File: src/rtl/sdiv_pkg.sv
package sdiv_pkg;

   localparam logic [5:0] OPC_SPECIAL = 6'b000000;
   localparam logic [5:0] FN_SDIV     = 6'b011010;

   typedef enum logic [1:0] {
      ST_IDLE  = 2'd0,
      ST_SETUP = 2'd1,
      ST_ITER  = 2'd2,
      ST_FIN   = 2'd3
   } sdiv_st_e;

   function automatic logic is_sdiv(input logic [31:0] iw);
      return (iw[31:26] == OPC_SPECIAL) && (iw[15:6] == 10'd0) && (iw[5:0] == FN_SDIV);
   endfunction

endpackage

File: src/rtl/sdiv_decode.sv
module sdiv_decode (
   input  logic [31:0] instr_i,
   output logic        is_div_o
);
   import sdiv_pkg::*;

   // register selector fields are resolved upstream into operand values
   logic unused_sel;
   assign unused_sel = ^instr_i[25:16];

   assign is_div_o = is_sdiv(instr_i);
endmodule

File: src/rtl/sdiv_hazard.sv
module sdiv_hazard #(
   parameter int GAP = 2
) (
   input  logic clk,
   input  logic rst_n,
   input  logic slot_i,
   input  logic rd_i,
   input  logic acc_i,
   output logic hazard_o
);
   logic [GAP-1:0] hist_q;

   generate
      if (GAP < 1) begin : g_bad_gap
         $error("sdiv_hazard: GAP must be at least 1");
      end
   endgenerate

   always_ff @(posedge clk or negedge rst_n) begin
      if (!rst_n) begin
         hist_q   <= '0;
         hazard_o <= 1'b0;
      end else begin
         hazard_o <= acc_i && (|hist_q);
         if (slot_i) begin
            if (GAP > 1) hist_q <= {hist_q[GAP-2:0], rd_i};
            else         hist_q <= rd_i;
         end
      end
   end
endmodule

File: src/rtl/sdiv_core.sv
module sdiv_core #(
   parameter int WORD = 32
) (
   input  logic            clk,
   input  logic            rst_n,
   input  logic            go_i,
   input  logic [WORD-1:0] a_i,
   input  logic [WORD-1:0] b_i,
   output logic            busy_o,
   output logic            fin_o,
   output logic [WORD-1:0] q_o,
   output logic [WORD-1:0] r_o
);
   import sdiv_pkg::*;

   localparam int CW = (WORD > 2) ? $clog2(WORD) : 1;
   localparam logic [CW-1:0] LAST = CW'(WORD - 1);

   sdiv_st_e        st_q;
   logic [WORD-1:0] a_q, b_q, rem_q, quo_q, dm_q;
   logic [CW-1:0]   cnt_q;
   logic            negq_q, negr_q, zero_q;

   // one restoring step
   logic [WORD:0]   shifted, trial;
   logic            qbit;
   logic [WORD-1:0] rem_nx;

   always_comb begin
      shifted = {rem_q, quo_q[WORD-1]};
      trial   = shifted - {1'b0, dm_q};
      qbit    = ~trial[WORD];
      rem_nx  = qbit ? trial[WORD-1:0] : shifted[WORD-1:0];
   end

   always_ff @(posedge clk or negedge rst_n) begin
      if (!rst_n) begin
         st_q   <= ST_IDLE;
         a_q    <= '0;
         b_q    <= '0;
         rem_q  <= '0;
         quo_q  <= '0;
         dm_q   <= '0;
         cnt_q  <= '0;
         negq_q <= 1'b0;
         negr_q <= 1'b0;
         zero_q <= 1'b0;
      end else begin
         unique case (st_q)
            ST_IDLE: if (go_i) begin
               a_q  <= a_i;
               b_q  <= b_i;
               st_q <= ST_SETUP;
            end
            ST_SETUP: begin
               quo_q  <= a_q[WORD-1] ? (~a_q + WORD'(1)) : a_q;
               dm_q   <= b_q[WORD-1] ? (~b_q + WORD'(1)) : b_q;
               rem_q  <= '0;
               cnt_q  <= '0;
               negq_q <= a_q[WORD-1] ^ b_q[WORD-1];
               negr_q <= a_q[WORD-1];
               zero_q <= (b_q == '0);
               st_q   <= ST_ITER;
            end
            ST_ITER: begin
               rem_q <= rem_nx;
               quo_q <= {quo_q[WORD-2:0], qbit};
               if (cnt_q == LAST) st_q <= ST_FIN;
               else               cnt_q <= cnt_q + CW'(1);
            end
            ST_FIN: st_q <= ST_IDLE;
            default: st_q <= ST_IDLE;
         endcase
      end
   end

   assign busy_o = (st_q != ST_IDLE);
   assign fin_o  = (st_q == ST_FIN);

   always_comb begin
      if (zero_q) begin
         q_o = '1;
         r_o = a_q;
      end else begin
         q_o = negq_q ? (~quo_q + WORD'(1)) : quo_q;
         r_o = negr_q ? (~rem_q + WORD'(1)) : rem_q;
      end
   end
endmodule

File: src/rtl/sdiv_hilo.sv
module sdiv_hilo #(
   parameter int XLEN = 64,
   parameter int WORD = 32
) (
   input  logic            clk,
   input  logic            rst_n,
   input  logic            iss_vld_i,
   input  logic [31:0]     instr_i,
   input  logic [XLEN-1:0] rs_val_i,
   input  logic [XLEN-1:0] rt_val_i,
   input  logic            rd_hi_i,
   input  logic            rd_lo_i,
   output logic            busy_o,
   output logic            done_o,
   output logic            hazard_o,
   output logic [XLEN-1:0] hi_o,
   output logic [XLEN-1:0] lo_o
);
   generate
      if (WORD < 2 || XLEN < WORD) begin : g_bad_cfg
         $error("sdiv_hilo: need WORD >= 2 and XLEN >= WORD");
      end
   endgenerate

   logic            is_div, accept, fin;
   logic [WORD-1:0] q_w, r_w;
   logic [XLEN-1:0] q_x, r_x;

   sdiv_decode i_dec (.instr_i(instr_i), .is_div_o(is_div));

   assign accept = iss_vld_i && is_div && !busy_o;

   sdiv_core #(.WORD(WORD)) i_core (
      .clk(clk), .rst_n(rst_n), .go_i(accept),
      .a_i(rs_val_i[WORD-1:0]), .b_i(rt_val_i[WORD-1:0]),
      .busy_o(busy_o), .fin_o(fin), .q_o(q_w), .r_o(r_w)
   );

   sdiv_hazard #(.GAP(2)) i_haz (
      .clk(clk), .rst_n(rst_n), .slot_i(iss_vld_i),
      .rd_i(rd_hi_i | rd_lo_i), .acc_i(accept), .hazard_o(hazard_o)
   );

   generate
      if (XLEN > WORD) begin : g_sext
         logic unused_upper;
         assign unused_upper = ^{rs_val_i[XLEN-1:WORD], rt_val_i[XLEN-1:WORD]};
         assign q_x = {{(XLEN-WORD){q_w[WORD-1]}}, q_w};
         assign r_x = {{(XLEN-WORD){r_w[WORD-1]}}, r_w};
      end else begin : g_flat
         assign q_x = q_w;
         assign r_x = r_w;
      end
   endgenerate

   always_ff @(posedge clk or negedge rst_n) begin
      if (!rst_n) begin
         hi_o   <= '0;
         lo_o   <= '0;
         done_o <= 1'b0;
      end else begin
         done_o <= fin;
         if (fin) begin
            lo_o <= q_x;
            hi_o <= r_x;
         end
      end
   end
endmodule

File: config.mk
export PLATFORM = sky130hd
export DESIGN_NAME = sdiv_hilo
export DESIGN_NICKNAME = d
export VERILOG_FILES = /design/src/rtl/sdiv_pkg.sv /design/src/rtl/sdiv_decode.sv /design/src/rtl/sdiv_hazard.sv /design/src/rtl/sdiv_core.sv /design/src/rtl/sdiv_hilo.sv
export SDC_FILE = /design/constraint.sdc
export NUM_CORES = 1
export LEC_CHECK = 0
export CAP_MARGIN = 20
export CORE_MARGIN = 2
export CORE_UTILIZATION = 53
export DETAILED_ROUTE_END_ITERATION = 6
export PLACE_DENSITY_LB_ADDON = 0.2
export SLEW_MARGIN = 10
export SYNTH_ARGS = -nofsm -noshare
export SYNTH_HDL_FRONTEND = slang
export SYNTH_SLANG_ARGS = --single-unit
export TNS_END_PERCENT = 5
File: constraint.sdc
create_clock -name clk -period 3.5 [get_ports clk]
set_clock_uncertainty 0.1 [all_clocks]
set_input_delay 0.875 -clock clk [delete_from_list [all_inputs] [get_ports clk]]
set_output_delay 0.875 -clock clk [all_outputs]
set_load 0.005 [all_outputs]
==> results of run 1 <==
## cell families (layout without fill, tap and decap cells)
kind of cell / after synthesis / count (layout) / share of synthesized area (%)
and+or+nand+nor: 408 / 408 / 13.41
AOI/OAI and AO/OA: 389 / 389 / 16.88
DFF: 238 / 238 / 40.22
buffers and inverters: 218 / 383 / 7.343
xor gates and xnor gates: 145 / 145 / 8.577
muxes: 133 / 133 / 9.878
adders and majority gates: 43 / 43 / 3.684
## through the flow
stage / worst slack (ns) / utilization (%)
2_1_floorplan: 0.4603 / -
3_5_place_dp: 0.1600 / 61.73
4_1_cts: 0.1173 / 65.01
3_3_place_gp: 0.1851 / 61.73
5_1_grt: -0.02407 / 65.08
6_report: 0.1044 / 65.08
## path summary, 6_finish.rpt
path / depth (start not counted) / start / end
min in group clk: 1 / i_haz.hist_q[1] / i_haz.hazard_o
worst max-delay path: 12 / i_core.quo_q[31] / i_core.rem_q[3]
worst min-delay path: 1 / rst_n / lo_o[30]
worst min register to register: 1 / i_haz.hist_q[1] / i_haz.hazard_o
worst max register to register: 12 / i_core.quo_q[31] / i_core.rem_q[3]
max in group asynchronous: 2 / rst_n / i_core.b_q[5]
## power by group
group | leakage, nW | internal, mW | switching [mW]
Combinational | 3.94 | 2.85 | 2.63
Sequential | 3.01 | 3.42 | 0.818
Clock | 0.451 | 1.69 | 1.16
Total | 7.40 | 7.95 | 4.61
## state kept, by name (all words and copies together) (netlist names)
signal          cells
done_o              1
hi_o               32
i_core.a_q         32
i_core.b_q         32
i_core.cnt_q        5
i_core.dm_q        32
i_core.negq_q       1
i_core.negr_q       1
i_core.quo_q       32
i_core.rem_q       32
i_core.st_q         2
i_core.zero_q       1
i_haz.hazard_o      1
i_haz.hist_q        2
lo_o               32
## cell type report
type,instances,area [sq um],area share [%]
inverter,75,281.5,1.566
timing repair buffer,258,2574,14.31
multi-input combinational,1118,7792,43.33
tap,378,473.0,2.630
sequential,238,5956,33.12
clock inverter,9,87.58,0.4871
clock buffer,41,818.3,4.551
## cell usage in the layout, fill, tap and decap left out, drive strengths merged, types with 10 or more instances in the layout
cell	instances
dfrtp	238
clkdlybuf4s50	220
nand2	130
nor2	126
a21oi	111
o21ai	110
mux2	102
xor2	84
inv	76
xnor2	61
ha	42
clkbuf	41
o31ai	38
buf	38
mux2i	31
o22ai	26
nand3	24
nor3	18
or3	18
a31oi	16
o41ai	16
nor4	14
or4	14
nand2b	12
nand4	10
nor2b	10
a21o	10
## timing repair
action / in CTS / in global routing
setup buffers: 0 / 0
setup endpoints to repair: 0 / 15
gates resized for setup: 0 / 4
## routing by layer
layer	wire [microns]	up-vias
li1	-	5802
met1	16330	5610
met2	16820	305
met3	1636	54
met4	822	0
met5	0	-
## critical path, delay by kind of cell, from the launching register on
kind / cells / cell delay [ns]
compound gates: 4 / 0.96
fa+ha+maj: 2 / 0.65
simple gates: 3 / 0.64
flops: 1 / 0.34
buf+inv: 2 / 0.29
mux: 1 / 0.23
==> impl_results.md, run 1 <==
- Synth warn: 0
- CTS buffer count: 27
- Met1 usage: 33.16%
- Global Route Usage Sum: 24.18%
- Dpl cell area: 17060 sq um
- Final period utilization: 97.02%
- Vias in the first global route: 11106
- Placed instance count: 2067
- Dominant cells by area after synthesis: dfrtp_1 40%, mux2_2 7.7%, xor2_1 5.0%
- WHS: 0.1578 ns
- Vias per cell: 5.560
- Total of max-cap violations: 0
- Design Area, Final: 17980 sq um
- Pins Over Slew Limit: 0
- Hold Buf Count CTS: 0
- Slew headroom: 28.32%
- Port bufs: 221
- Setup tns final: 0 ns
- First-pass GRT wire length: 57350 microns
- Drt drc: 0
- Max clock buf depth: 3
- Root Driver: clkbuf_16
- Critical path arrival: 3.69 ns
- Crit start category: register
- Total power: 12.56 mW
- Seq cells post-synth: 238
- Die Area: 29290 sq um
- Top cell type's share of synthesized area: 40.22%
- Ys async rst share: 100.0%
- Most common cell in the netlist: dfrtp_1
- Number of distinct library cells after synthesis: 81
- Pwr Density: 698.6 nW/um^2
- Wire length per cell: 16.82 microns
- Required @ worst endpoint: 3.79 ns
- Antenna violations before repair: 0
- Gpl congestion: 0.9015
- HP Class: in2async
- Crit. End Element: register
- Filler Cells Inserted: 2338
- Crit path kind: reg2reg
- Crit path cell chain: inv_1, ha_1, fa_1, nand2b_1, a21oi_2, o2111ai_4, a2111oi_4, or4_4, and3_2, buf_12, mux2i_1, o22ai_1
- CTS tree: done
- Setup violators final: 0
- Detailed Place HPWL: 26440 microns
- Final cell count without fillers: 2117
- Busiest grt layer: met2
- TritonRoute pass-1 iters: 5
- R2R setup slack: 0.10 ns
- Die width: 171.1 microns
- Placeable Area: 27630 sq um
- WL final: 35610 microns
- Mapped Cells: 1574
- Grt total ovfl: 0
- H-tree levels: 1
- Crit path max-delay cell type: a2111oi_4
- Vias: 11771
- Predominant post-synthesis flop cell: dfrtp_1
- Min cycle time layout: 3.396 ns
- Post-synth EDFFs: 0
- # rows: 61
- Clk sinks: 238
- Clk Latency, worst-skew pair: 0.56 ns
- Grt met3 use: 2.868%
- Syn Std Cell Area: 14810 sq um
- Routed Antenna Nets: 0
- Boundary pin count: 296
- Crit path max fanout: 17
- Syn avg cell area: 9.407 sq um
- Synthesis-to-finish area growth: 21.45%
- CP peak stage delay: 0.45 ns
- Syn_nets: 1782
- Peak VDD IR: 0.3547 mV
- Leakage: 7.401 nW
- Sequential fraction of the synthesis area: 40.22%
- Fin. Hold Viols: 0
- Layout cells sized above 1: 12.82%
- Clock Pin Slew Worst Setup and Hold Paths: 0.06 ns
- Worst Tran Pin Value: 1.075 ns
- Fin nets: 1926
- Initial Util: 53.59%
- Status: finished, final reports clean
- Synth area leader: dfrtp_1
- # diodes: 0
- DR iter-0 viols: 808
- Die Y: 171.1 microns
- Fmax: 294.5 MHz
- Most frequent cells after synthesis: 238 x dfrtp_1, 129 x nand2_1, 126 x nor2_1
- Largest net degree at the start of global routing: 78
- Global routing usage on met2: 40.97%
Power figures use the tool's default switching activity.
==> run 2: changes to the inputs <==
MAX_ROUTING_LAYER = met4   (was default)
==> run 2 against run 1 <==
  * Core utilization about the same
  * Critical path depth unchanged
  * Count of clock-buffer cells in the layout grew 3
  * Wire length grew 0.93%
  * Clock power hardly changed
  * Sequential cell count did not move
  * Non-clock buffer count increased by 3
  * Register-to-register slack better by 0.03 ns
  * Via count grew 0.51%
  * Sequential share of layout area hardly changed
  * First-iteration DRC count is 18% higher
  * Largest cell class unchanged
  * Largest power group unchanged
==> impl_results.md, run 2 (same netlist as run 1, synthesis figures left out) <==
- WHS: 0.1920 ns
- Reg-to-reg startpoint: i_core.quo_q[31]
- Wire length per cell: 16.96 microns
- Dpl cell area: 17050 sq um
- CTS tree: done
- Fin nets: 1930
- Pwr Density: 699.4 nW/um^2
- Placeable Area: 27630 sq um
- HP Class: in2async
- Global Route Usage Sum: 25.04%
- Vias: 11831
- Setup tns final: 0 ns
- Final cell count without fillers: 2119
- Commonest cells after routing, fill and taps aside: 238 x dfrtp_1, 220 x clkdlybuf4s50_1, 129 x nand2_1, 126 x nor2_1, 109 x a21oi_1
- Crit start category: register
- DR iter-0 viols: 955
- Fin. Hold Viols: 0
- Clock Pin Slew Worst Setup and Hold Paths: 0.06 ns
- H-tree levels: 1
- Die width: 171.1 microns
- Required @ worst endpoint: 3.79 ns
- Largest net degree at the start of global routing: 84
- Min cycle time layout: 3.366 ns
- Total of max-cap violations: 0
- Design Area, Final: 17990 sq um
- Placed instance count: 2068
- Max clock buf depth: 3
- # rows: 61
- Most common cell after layout, fill and taps aside: dfrtp_1
- Boundary pin count: 296
- Filler Cells Inserted: 2325
- Port bufs: 221
- Status: finished, final reports clean
- Crit. End Element: register
- Crit path max fanout: 17
- Gpl congestion: 0.9049
- Routed Antenna Nets: 0
- Pins Over Slew Limit: 0
- Worst Tran Pin Value: 1.080 ns
- Leakage: 7.409 nW
- Layout cells sized above 1: 12.81%
- # diodes: 0
- Fmax: 297.1 MHz
- Clk Latency, worst-skew pair: 0.56 ns
- Path depth of the worst reg2reg path: 12
- RSZ-0062 raised after global routing: true
- Grt total ovfl: 0
- R2R setup slack: 0.13 ns
- First-pass GRT wire length: 57630 microns
- Die Y: 171.1 microns
- WL final: 35940 microns
- Antenna violations before repair: 0
- Vias in the first global route: 11145
- Final period utilization: 96.17%
- Drt drc: 0
- Root Driver: clkbuf_16
- Total power: 12.59 mW
- Peak VDD IR: 0.3929 mV
- TritonRoute pass-1 iters: 5
- Critical path arrival: 3.65 ns
- CTS buffer count: 28
- R2R Path End: i_core.rem_q[15]
- Initial Util: 53.59%
- Die Area: 29290 sq um
- Detailed Place HPWL: 26590 microns
- Vias per cell: 5.583
- Final worst slack: 0.1341 ns
- Fin util: 65.13%
- Setup WS pre-CTS: 0.1499 ns
- Synthesis-to-finish area growth: 21.53%
- Setup violators final: 0
- Crit path kind: reg2reg
- Clk sinks: 238
- Slew headroom: 28.03%
-- run 2: how the worst max path moves through the flow --
stage	start	to	slack, ns	depth (start not counted)
final	i_core.quo_q[31]	i_core.rem_q[15]	0.13	12
after global routing	i_core.quo_q[31]	i_core.rem_q[4]	-0.02	12
after CTS	i_core.quo_q[31]	i_core.rem_q[22]	0.11	12
after detailed placement	i_core.quo_q[31]	i_core.rem_q[19]	0.15	12
after global placement	i_core.quo_q[31]	i_core.rem_q[17]	0.19	12
after floorplan	i_core.quo_q[31]	i_core.rem_q[10]	0.46	13
-- run 2: power breakdown --
group | internal (mW) | total, mW | leakage, nW | switching, mW
registers | 3.42 | 4.25 | 3.01 | 0.829
clock network | 1.71 | 2.85 | 0.445 | 1.14
logic | 2.86 | 5.49 | 3.95 | 2.63
-- run 2: repair_timing --
item / CTS / global route
hold buffers: 0 / 0
gates resized for setup: 0 / 5
endpoints found under the setup margin: 0 / 23
setup buffers: 0 / 2
-- run 2: routing by layer --
| layer | up-vias | track usage (%) | routed length (microns) |
|---|---|---|---|
| li1 | 5841 | - | - |
| met4 | 0 | 6.374 | 953 |
| met2 | 297 | 41.06 | 16890 |
| met5 | - | - | 0 |
| met1 | 5634 | 33.34 | 16480 |
| met3 | 59 | 2.822 | 1612 |
-- run 2: area by class of cell --
cell class | instances | area, sq um | share of cell area (%)
Clock buffer | 44 | 840.8 | 4.672
Inverter | 75 | 281.5 | 1.564
Timing Repair Buffer | 261 | 2584 | 14.36
Tap cell | 378 | 473.0 | 2.628
Clock inverter | 5 | 61.31 | 0.3407
Multi-Input combinational cell | 1118 | 7799 | 43.34
Sequential cell | 238 | 5956 | 33.10
-- run 2: worst max-delay path, cell delays in order (launching register included) --
cell and delay, ns:
dfrtp_1 0.36, inv_1 0.11, ha_1 0.24, fa_1 0.41
nand2b_1 0.20, a21oi_2 0.22, o2111ai_4 0.19, a2111oi_4 0.44
o211ai_1 0.19, and3_2 0.29, buf_12 0.16, a31oi_1 0.19
o22ai_1 0.10
==> run 3: changes to the inputs <==
CTS_CLUSTER_SIZE = 28   (was default)
==> results of run 3 <==
Final layout, timing and power as in run 2 (identical DEF).
